`src/rtl/irq_agg_pkg.sv`:
```
package irq_agg_pkg;

  // Write strobes from the decoder to the register datapath
  typedef struct packed {
    logic statClr;   // write-one-to-clear into a port status register
    logic enWr;      // load a port enable register
    logic globClr;   // write-one-to-clear into the global status register
    logic ctlWr;     // load the control register
  } regStrobe_t;

  typedef enum logic [2:0] {
    RD_NONE,
    RD_STAT,
    RD_EN,
    RD_GLOB,
    RD_CTL
  } rdSel_e;

endpackage

```
`src/rtl/irq_agg_ctrl.sv`:
```
module irq_agg_ctrl
  import irq_agg_pkg::*;
#(
  parameter int NPORTS = 4,
  parameter int ADDR_W = 4,
  parameter int IDX_W  = 2
) (
  input  logic              busWrEn,
  input  logic [ADDR_W-1:0] busAddr,
  output regStrobe_t        strobe,
  output rdSel_e            rdSel,
  output logic [IDX_W-1:0]  portIdx
);

  localparam logic [ADDR_W-1:0] GSTAT = ADDR_W'(2 * NPORTS);
  localparam logic [ADDR_W-1:0] GCTL  = ADDR_W'(2 * NPORTS + 1);

  always_comb begin
    strobe  = '0;
    rdSel   = RD_NONE;
    portIdx = busAddr[IDX_W:1];
    if (busAddr < GSTAT) begin
      rdSel = busAddr[0] ? RD_EN : RD_STAT;
    end else if (busAddr == GSTAT) begin
      rdSel = RD_GLOB;
    end else if (busAddr == GCTL) begin
      rdSel = RD_CTL;
    end
    if (busWrEn) begin
      unique case (rdSel)
        RD_STAT: strobe.statClr = 1'b1;
        RD_EN:   strobe.enWr    = 1'b1;
        RD_GLOB: strobe.globClr = 1'b1;
        RD_CTL:  strobe.ctlWr   = 1'b1;
        default: ;
      endcase
    end
  end

  // a write reaches at most one register
  always_comb begin
    a_r10_one_strobe: assert ($onehot0(strobe));
  end

endmodule

```
`src/rtl/irq_agg_port.sv`:
```
module irq_agg_port #(
  parameter int NEV = 8
) (
  input  logic           clk,
  input  logic           rstN,
  input  logic [NEV-1:0] evIn,
  input  logic           statClr,
  input  logic           enWr,
  input  logic [NEV-1:0] wrData,
  output logic [NEV-1:0] stat,
  output logic [NEV-1:0] en,
  output logic           level
);

  logic [NEV-1:0] clrMask;

  assign clrMask = statClr ? wrData : '0;

  always_ff @(posedge clk or negedge rstN) begin
    if (!rstN) begin
      stat <= '0;
      en   <= '0;
    end else begin
      // events are ORed in after the clear, so an event wins over a clear
      stat <= (stat & ~clrMask) | evIn;
      if (enWr) en <= wrData;
    end
  end

  assign level = |(stat & en);

  for (genvar i = 0; i < NEV; i++) begin : g_chk
    a_r1_event_sets: assert property (@(posedge clk) disable iff (!rstN)
      evIn[i] |=> stat[i]);
    a_r1_clear_works: assert property (@(posedge clk) disable iff (!rstN)
      (statClr && wrData[i] && !evIn[i]) |=> !stat[i]);
  end

endmodule

```
`src/rtl/irq_agg_datapath.sv`:
```
module irq_agg_datapath
  import irq_agg_pkg::*;
#(
  parameter int                NPORTS    = 4,
  parameter int                NEV       = 8,
  parameter int                DATA_W    = 8,
  parameter int                IDX_W     = 2,
  parameter logic [NPORTS-1:0] IMPL_MASK = '1
) (
  input  logic                  clk,
  input  logic                  rstN,
  input  logic [NPORTS*NEV-1:0] evIn,
  input  regStrobe_t            strobe,
  input  rdSel_e                rdSel,
  input  logic [IDX_W-1:0]      portIdx,
  input  logic [DATA_W-1:0]     wrData,
  output logic [DATA_W-1:0]     rdData,
  output logic                  irqLevel,
  output logic                  msiPulse
);

  logic [NEV-1:0]    statArr [NPORTS];
  logic [NEV-1:0]    enArr   [NPORTS];
  logic [NPORTS-1:0] portLevel;
  logic [NPORTS-1:0] glob, globNext, globClrMask;
  logic              gen, clearHit, msiNext;

  for (genvar p = 0; p < NPORTS; p++) begin : g_port
    irq_agg_port #(.NEV(NEV)) u_port (
      .clk     (clk),
      .rstN    (rstN),
      .evIn    (evIn[p*NEV +: NEV]),
      .statClr (strobe.statClr && (portIdx == IDX_W'(p))),
      .enWr    (strobe.enWr && (portIdx == IDX_W'(p))),
      .wrData  (wrData[NEV-1:0]),
      .stat    (statArr[p]),
      .en      (enArr[p]),
      .level   (portLevel[p])
    );
  end

  assign globClrMask = strobe.globClr ? wrData[NPORTS-1:0] : '0;
  // a high port level re-sets its global bit over any clear
  assign globNext    = (glob & ~globClrMask) | (portLevel & IMPL_MASK);
  assign clearHit    = |(glob & globClrMask);
  assign msiNext     = gen && (|globNext) && (!(|glob) || clearHit);

  always_ff @(posedge clk or negedge rstN) begin
    if (!rstN) begin
      glob     <= '0;
      gen      <= 1'b0;
      msiPulse <= 1'b0;
    end else begin
      glob     <= globNext;
      msiPulse <= msiNext;
      if (strobe.ctlWr) gen <= wrData[0];
    end
  end

  assign irqLevel = gen && (|glob);

  always_comb begin
    rdData = '0;
    unique case (rdSel)
      RD_STAT: rdData[NEV-1:0]    = statArr[portIdx];
      RD_EN:   rdData[NEV-1:0]    = enArr[portIdx];
      RD_GLOB: rdData[NPORTS-1:0] = glob;
      RD_CTL:  rdData[0]          = gen;
      default: ;
    endcase
  end

  for (genvar p = 0; p < NPORTS; p++) begin : g_chk
    if (IMPL_MASK[p]) begin : g_impl
      a_r3_level_sets: assert property (@(posedge clk) disable iff (!rstN)
        portLevel[p] |=> glob[p]);
    end else begin : g_unimpl
      a_r3_unimpl_quiet: assert property (@(posedge clk) disable iff (!rstN)
        !glob[p]);
    end
    a_r5_clear_low: assert property (@(posedge clk) disable iff (!rstN)
      (strobe.globClr && wrData[p] && !portLevel[p]) |=> !glob[p]);
  end

  a_r7_msi_pending: assert property (@(posedge clk) disable iff (!rstN)
    msiPulse |-> (|glob));
  a_r7_msi_enabled: assert property (@(posedge clk) disable iff (!rstN)
    msiPulse |-> $past(gen));

endmodule

```
`src/rtl/irq_aggregator.sv`:
```
module irq_aggregator
  import irq_agg_pkg::*;
#(
  parameter int                NPORTS    = 4,
  parameter int                NEV       = 8,
  parameter logic [NPORTS-1:0] IMPL_MASK = 4'b1011,
  localparam int               ADDR_W    = $clog2(2 * NPORTS + 2),
  localparam int               DATA_W    = (NEV > NPORTS) ? NEV : NPORTS
) (
  input  logic                  clk,
  input  logic                  rstN,
  input  logic [NPORTS*NEV-1:0] evIn,
  input  logic                  busWrEn,
  input  logic [ADDR_W-1:0]     busAddr,
  input  logic [DATA_W-1:0]     busWrData,
  output logic [DATA_W-1:0]     busRdData,
  output logic                  irqLevel,
  output logic                  msiPulse
);

  localparam int IDX_W = (NPORTS > 1) ? $clog2(NPORTS) : 1;

  regStrobe_t       strobe;
  rdSel_e           rdSel;
  logic [IDX_W-1:0] portIdx;

  irq_agg_ctrl #(
    .NPORTS (NPORTS),
    .ADDR_W (ADDR_W),
    .IDX_W  (IDX_W)
  ) u_ctrl (
    .busWrEn (busWrEn),
    .busAddr (busAddr),
    .strobe  (strobe),
    .rdSel   (rdSel),
    .portIdx (portIdx)
  );

  irq_agg_datapath #(
    .NPORTS    (NPORTS),
    .NEV       (NEV),
    .DATA_W    (DATA_W),
    .IDX_W     (IDX_W),
    .IMPL_MASK (IMPL_MASK)
  ) u_dp (
    .clk      (clk),
    .rstN     (rstN),
    .evIn     (evIn),
    .strobe   (strobe),
    .rdSel    (rdSel),
    .portIdx  (portIdx),
    .wrData   (busWrData),
    .rdData   (busRdData),
    .irqLevel (irqLevel),
    .msiPulse (msiPulse)
  );

  // nothing is signalled right after reset is released
  a_r9_quiet_after_reset: assert property (@(posedge clk)
    $rose(rstN) |-> (!irqLevel && !msiPulse));

endmodule

```
`config.mk`:
```
export PLATFORM = sky130hd
export DESIGN_NAME = irq_aggregator
export DESIGN_NICKNAME = d
export VERILOG_FILES = /design/src/rtl/irq_agg_pkg.sv /design/src/rtl/irq_agg_ctrl.sv /design/src/rtl/irq_agg_port.sv /design/src/rtl/irq_agg_datapath.sv /design/src/rtl/irq_aggregator.sv
export SDC_FILE = /design/constraint.sdc
export NUM_CORES = 1
export LEC_CHECK = 0
export BUFFER_PORTS_ARGS = -buffer_cell sky130_fd_sc_hd__buf_2
export CORE_MARGIN = 1
export CORE_UTILIZATION = 43
export CTS_CLUSTER_SIZE = 14
export DETAILED_ROUTE_END_ITERATION = 7
export SLEW_MARGIN = 25
export SYNTH_ARGS = -nofsm -noshare
export SYNTH_HDL_FRONTEND = slang
export SYNTH_SLANG_ARGS = --single-unit
export TNS_END_PERCENT = 1
```
`constraint.sdc`:
```
create_clock -name clk -period 2.2 [get_ports clk]
set_clock_uncertainty 0.15 [all_clocks]
set_input_delay 0.11 -clock clk [delete_from_list [all_inputs] [get_ports clk]]
set_output_delay 0.11 -clock clk [all_outputs]
set_load 0.05 [all_outputs]
```
==> impl_results.md <==
* Worst min-delay path class: input pin to flip-flop
* Fin Hold WS at approximately 8 ps
* Setup TNS at 0 ps
* CTS root buf: clkbuf_8
* Mapped Cells at between 200 and 300
* Crit path max-delay cell type: mux4_2
* Number of global-route vias before repair at 3003
* Clk sinks at 70
* Worst-Margin Slew at about 530 ps
* Drc violations at 0
* Final HPWL DP at between 6000 and 7000 um
* Worst-path cell chain: mux4_2 > a22oi_2 > o22ai_1 > clkbuf_4
* Pwr dens at 673 nW/um2
* CTS tree: yes
* Setup repair bufs after CTS at 0
* Clock period minus worst slack at between 2000 and 2500 ps
* RR Startpoint: u_dp.g_port[3].u_port.en[2]
* Iter 0 DRT Violations at ~160
* Share of cells above drive strength 1 at roughly 34%
* Worst-path fanout max at 3
* Post-Syn Area at roughly 3400 um2
* Final Setup Violations at 0
* Row cnt at 32
* Main synth FF type: dfrtp_1
* H-tree depth at 3
* Post-Syn Area per Cell at 12.7 um2
* Total gr overflow at 0
* Final Hold Viols at 0
* Vias at between 2k and 3k
* Largest cells by area after synthesis: dfrtp_1 51%, mux4_2 11%, mux2_2 8.3%, a21o_1 7.1%, nand2_1 4.6%
* Post-synth EDFFs at 0
* Status: completed
* Arrival time at the worst endpoint at roughly 1900 ps
* Critical Path Sink: busRdData[3]
* GR Util All Layers at 26.3%
* Final period util at between 90% and 100%
* Reg-to-reg slack, setup at approximately 440 ps
* Post-synthesis sequential area ratio at 51.5%
* Power Total at 3240 uW
* CP Buf/Inv Count at 1
* ANT cells at 0
* Area leader, netlist: dfrtp_1
* WP data required at 1940 ps
* Synth Area in XOR/XNOR at 0%
* R2R depth at 4
* Layout area overhead at 41.6%
* First-pass GRT wire length at 16200 um
* Placer Congestion at roughly 0.81
* Fmax achieved at around 470 MHz
* Synthesis-stage register bit count at 70
* Synth Area in Simple Gates at between 9 and 10%
* CP Class: flip-flop to output port
* Synth Area in Compound Gates at 13.8%
* Post-route ant nets at 0
* RSZ-0062 raised after global routing: false
* Antenna violations before repair at 0
* Core Box Area at between 7000 and 8000 um2
* P_leak at 0.00186 uW
* Synth top cells by count: 70 x dfrtp_1, 42 x nand2_1, 32 x a21o_1
* Hold Path Depth at 3
* Largest net degree at the start of global routing at just over 70
* Max-cap violations at 0
* Max incr delay on CP at roughly 510 ps
* Final net count at around 460
* Initial Util at 44.3%
* Largest family of logic cells by synthesized area: multiplexers
* Fin. max-slew vios at 0
* Yosys Warn Count at 0
* Adder-cell area share of the yosys netlist at 0%
* 1st-pass router iterations at 5
* Via/cell ratio at around 5.6
* IO buf count at 56
* Library cells used by synthesis at 33
* Top cell type's share of synthesized area at slightly above 50%
* CTS max path bufs at 2
* Syn Nets at roughly 320
* Reg2reg end: u_dp.msiPulse
* CTS buffer count at 9
* Ys async rst share at between 90% and 100%
* Top delay family on crit path: multiplexers
* Wirelength per Cell at roughly 19 um
* Clk slew on worst S/H paths at 70 ps
* CP startpoint: u_dp.g_port[0].u_port.stat[3]
* Mux contribution to synthesized area at between 20 and 25%
* Top Ports at between 50 and 60
* Crit path launch type: flip-flop
* Die extent in y at 90.9 um
* IR Drop Worst-Case VDD at 393 uV
* WL final at about 9900 um
* Slew HR at roughly 65%
* Die ar. at 8270 um2
* Capturing element type of the critical path: output port
* Clock insertion delay at the later pin of the skew report at ~350 ps
* Worst path depth at 4
* Die span in x at 90.9 um
* Most common cell in the synthesized netlist: dfrtp_1
[how the worst min path moves through the flow]
stage	from	endpoint	slack, ps
after floorplan	rstN	u_dp.g_port[0].u_port.en[0]	-340
after global placement	rstN	u_dp.g_port[0].u_port.stat[4]	20
after detailed placement	rstN	u_dp.g_port[2].u_port.stat[4]	20
after CTS	busWrData[0]	u_dp.g_port[0].u_port.en[0]	0.1
after global routing	busWrData[3]	u_dp.g_port[0].u_port.stat[3]	20
final	busWrData[3]	u_dp.g_port[0].u_port.stat[3]	8
[flip-flops by register name, summed over array words and instances (netlist names)]
signal / count
u_dp.glob: 4
u_dp.gen: 1
u_dp.g_port.u_port.stat: 32
u_dp.g_port.u_port.en: 32
u_dp.msiPulse: 1
[metal layers]
metal	vias to the layer above	track usage [%]	part of all wire (%)
met5	-	0	0
met4	0	11.0	2.5
met3	17	5.03	6.2
met2	122	40.8	48
met1	1457	36.5	43
li1	1293	-	-
[stage by stage]
stage | utilization (%) | cell area [um2] | instances | setup slack [ps]
global route | 62.7 | 4820 | 520 | 23.2
floorplan | - | 3400 | 268 | 271
detailed placement | 51.1 | 3930 | 436 | 180
finish | 62.7 | 4820 | 520 | 63.7
global placement | 51.1 | 3930 | 436 | 174
CTS | 62.5 | 4810 | 520 | 78.3
[cell usage in the layout, fill, tap and decap left out, types with 2 or more instances in the layout]
| master | netlist | final |
|---|---|---|
| dfrtp_1 | 70 | 70 |
| dlygate4sd3_1 | 0 | 69 |
| buf_2 | 5 | 54 |
| nand2_1 | 42 | 42 |
| a21o_1 | 32 | 32 |
| mux2_2 | 25 | 25 |
| buf_4 | 2 | 21 |
| a22oi_1 | 17 | 16 |
| mux4_2 | 16 | 16 |
| clkbuf_8 | 0 | 10 |
| mux2_1 | 8 | 8 |
| inv_1 | 6 | 6 |
| nand3_1 | 5 | 5 |
| nor2_1 | 4 | 4 |
| a211o_1 | 3 | 3 |
| nor3_2 | 3 | 3 |
| o22ai_1 | 3 | 3 |
| nor4_2 | 3 | 3 |
| mux2i_1 | 3 | 3 |
| nand2b_1 | 2 | 2 |
| a221oi_1 | 2 | 2 |
| clkinv_2 | 0 | 2 |
| clkbuf_4 | 0 | 2 |
[cells by family (layout without fill, tap and decap cells)]
| group | count (synthesis) | count (layout) |
|---|---|---|
| flops | 70 | 70 |
| mux | 52 | 52 |
| compound gates | 62 | 62 |
| simple gates | 66 | 66 |
| buf+inv | 18 | 168 |
[final cells by class]
type                            instances  area (um2)
Tap cell                              102         128
Fill cell                             644        2870
Inverter                                6        22.5
Sequential cell                        70        1750
Clock buffer                           11         141
Timing Repair Buffer                  147        1150
Clock inverter                          4        47.5
Multi-Input combinational cell        180        1570
[worst register-to-register path, delay by kind of cell (launching register included)]
family / cells / cell delay (ps)
AO/OA/AOI/OAI: 3 / 940
flip-flops: 1 / 410
AND/OR/NAND/NOR: 1 / 140
[timing repair]
| action | in CTS | in global routing |
|---|---|---|
| gates resized for setup | 0 | 3 |
| hold buffers | 69 | 0 |
| endpoints found under the setup margin | 0 | 5 |
| endpoints found under the hold margin | 119 | 0 |
[power by group]
group | internal, uW | switching (uW) | total [uW] | leakage (uW)
registers | 1440 | 122 | 1560 | 0.000742
logic | 342 | 313 | 655 | 0.00103
clock network | 545 | 483 | 1030 | 0.0000952
Power figures use the tool's default switching activity.
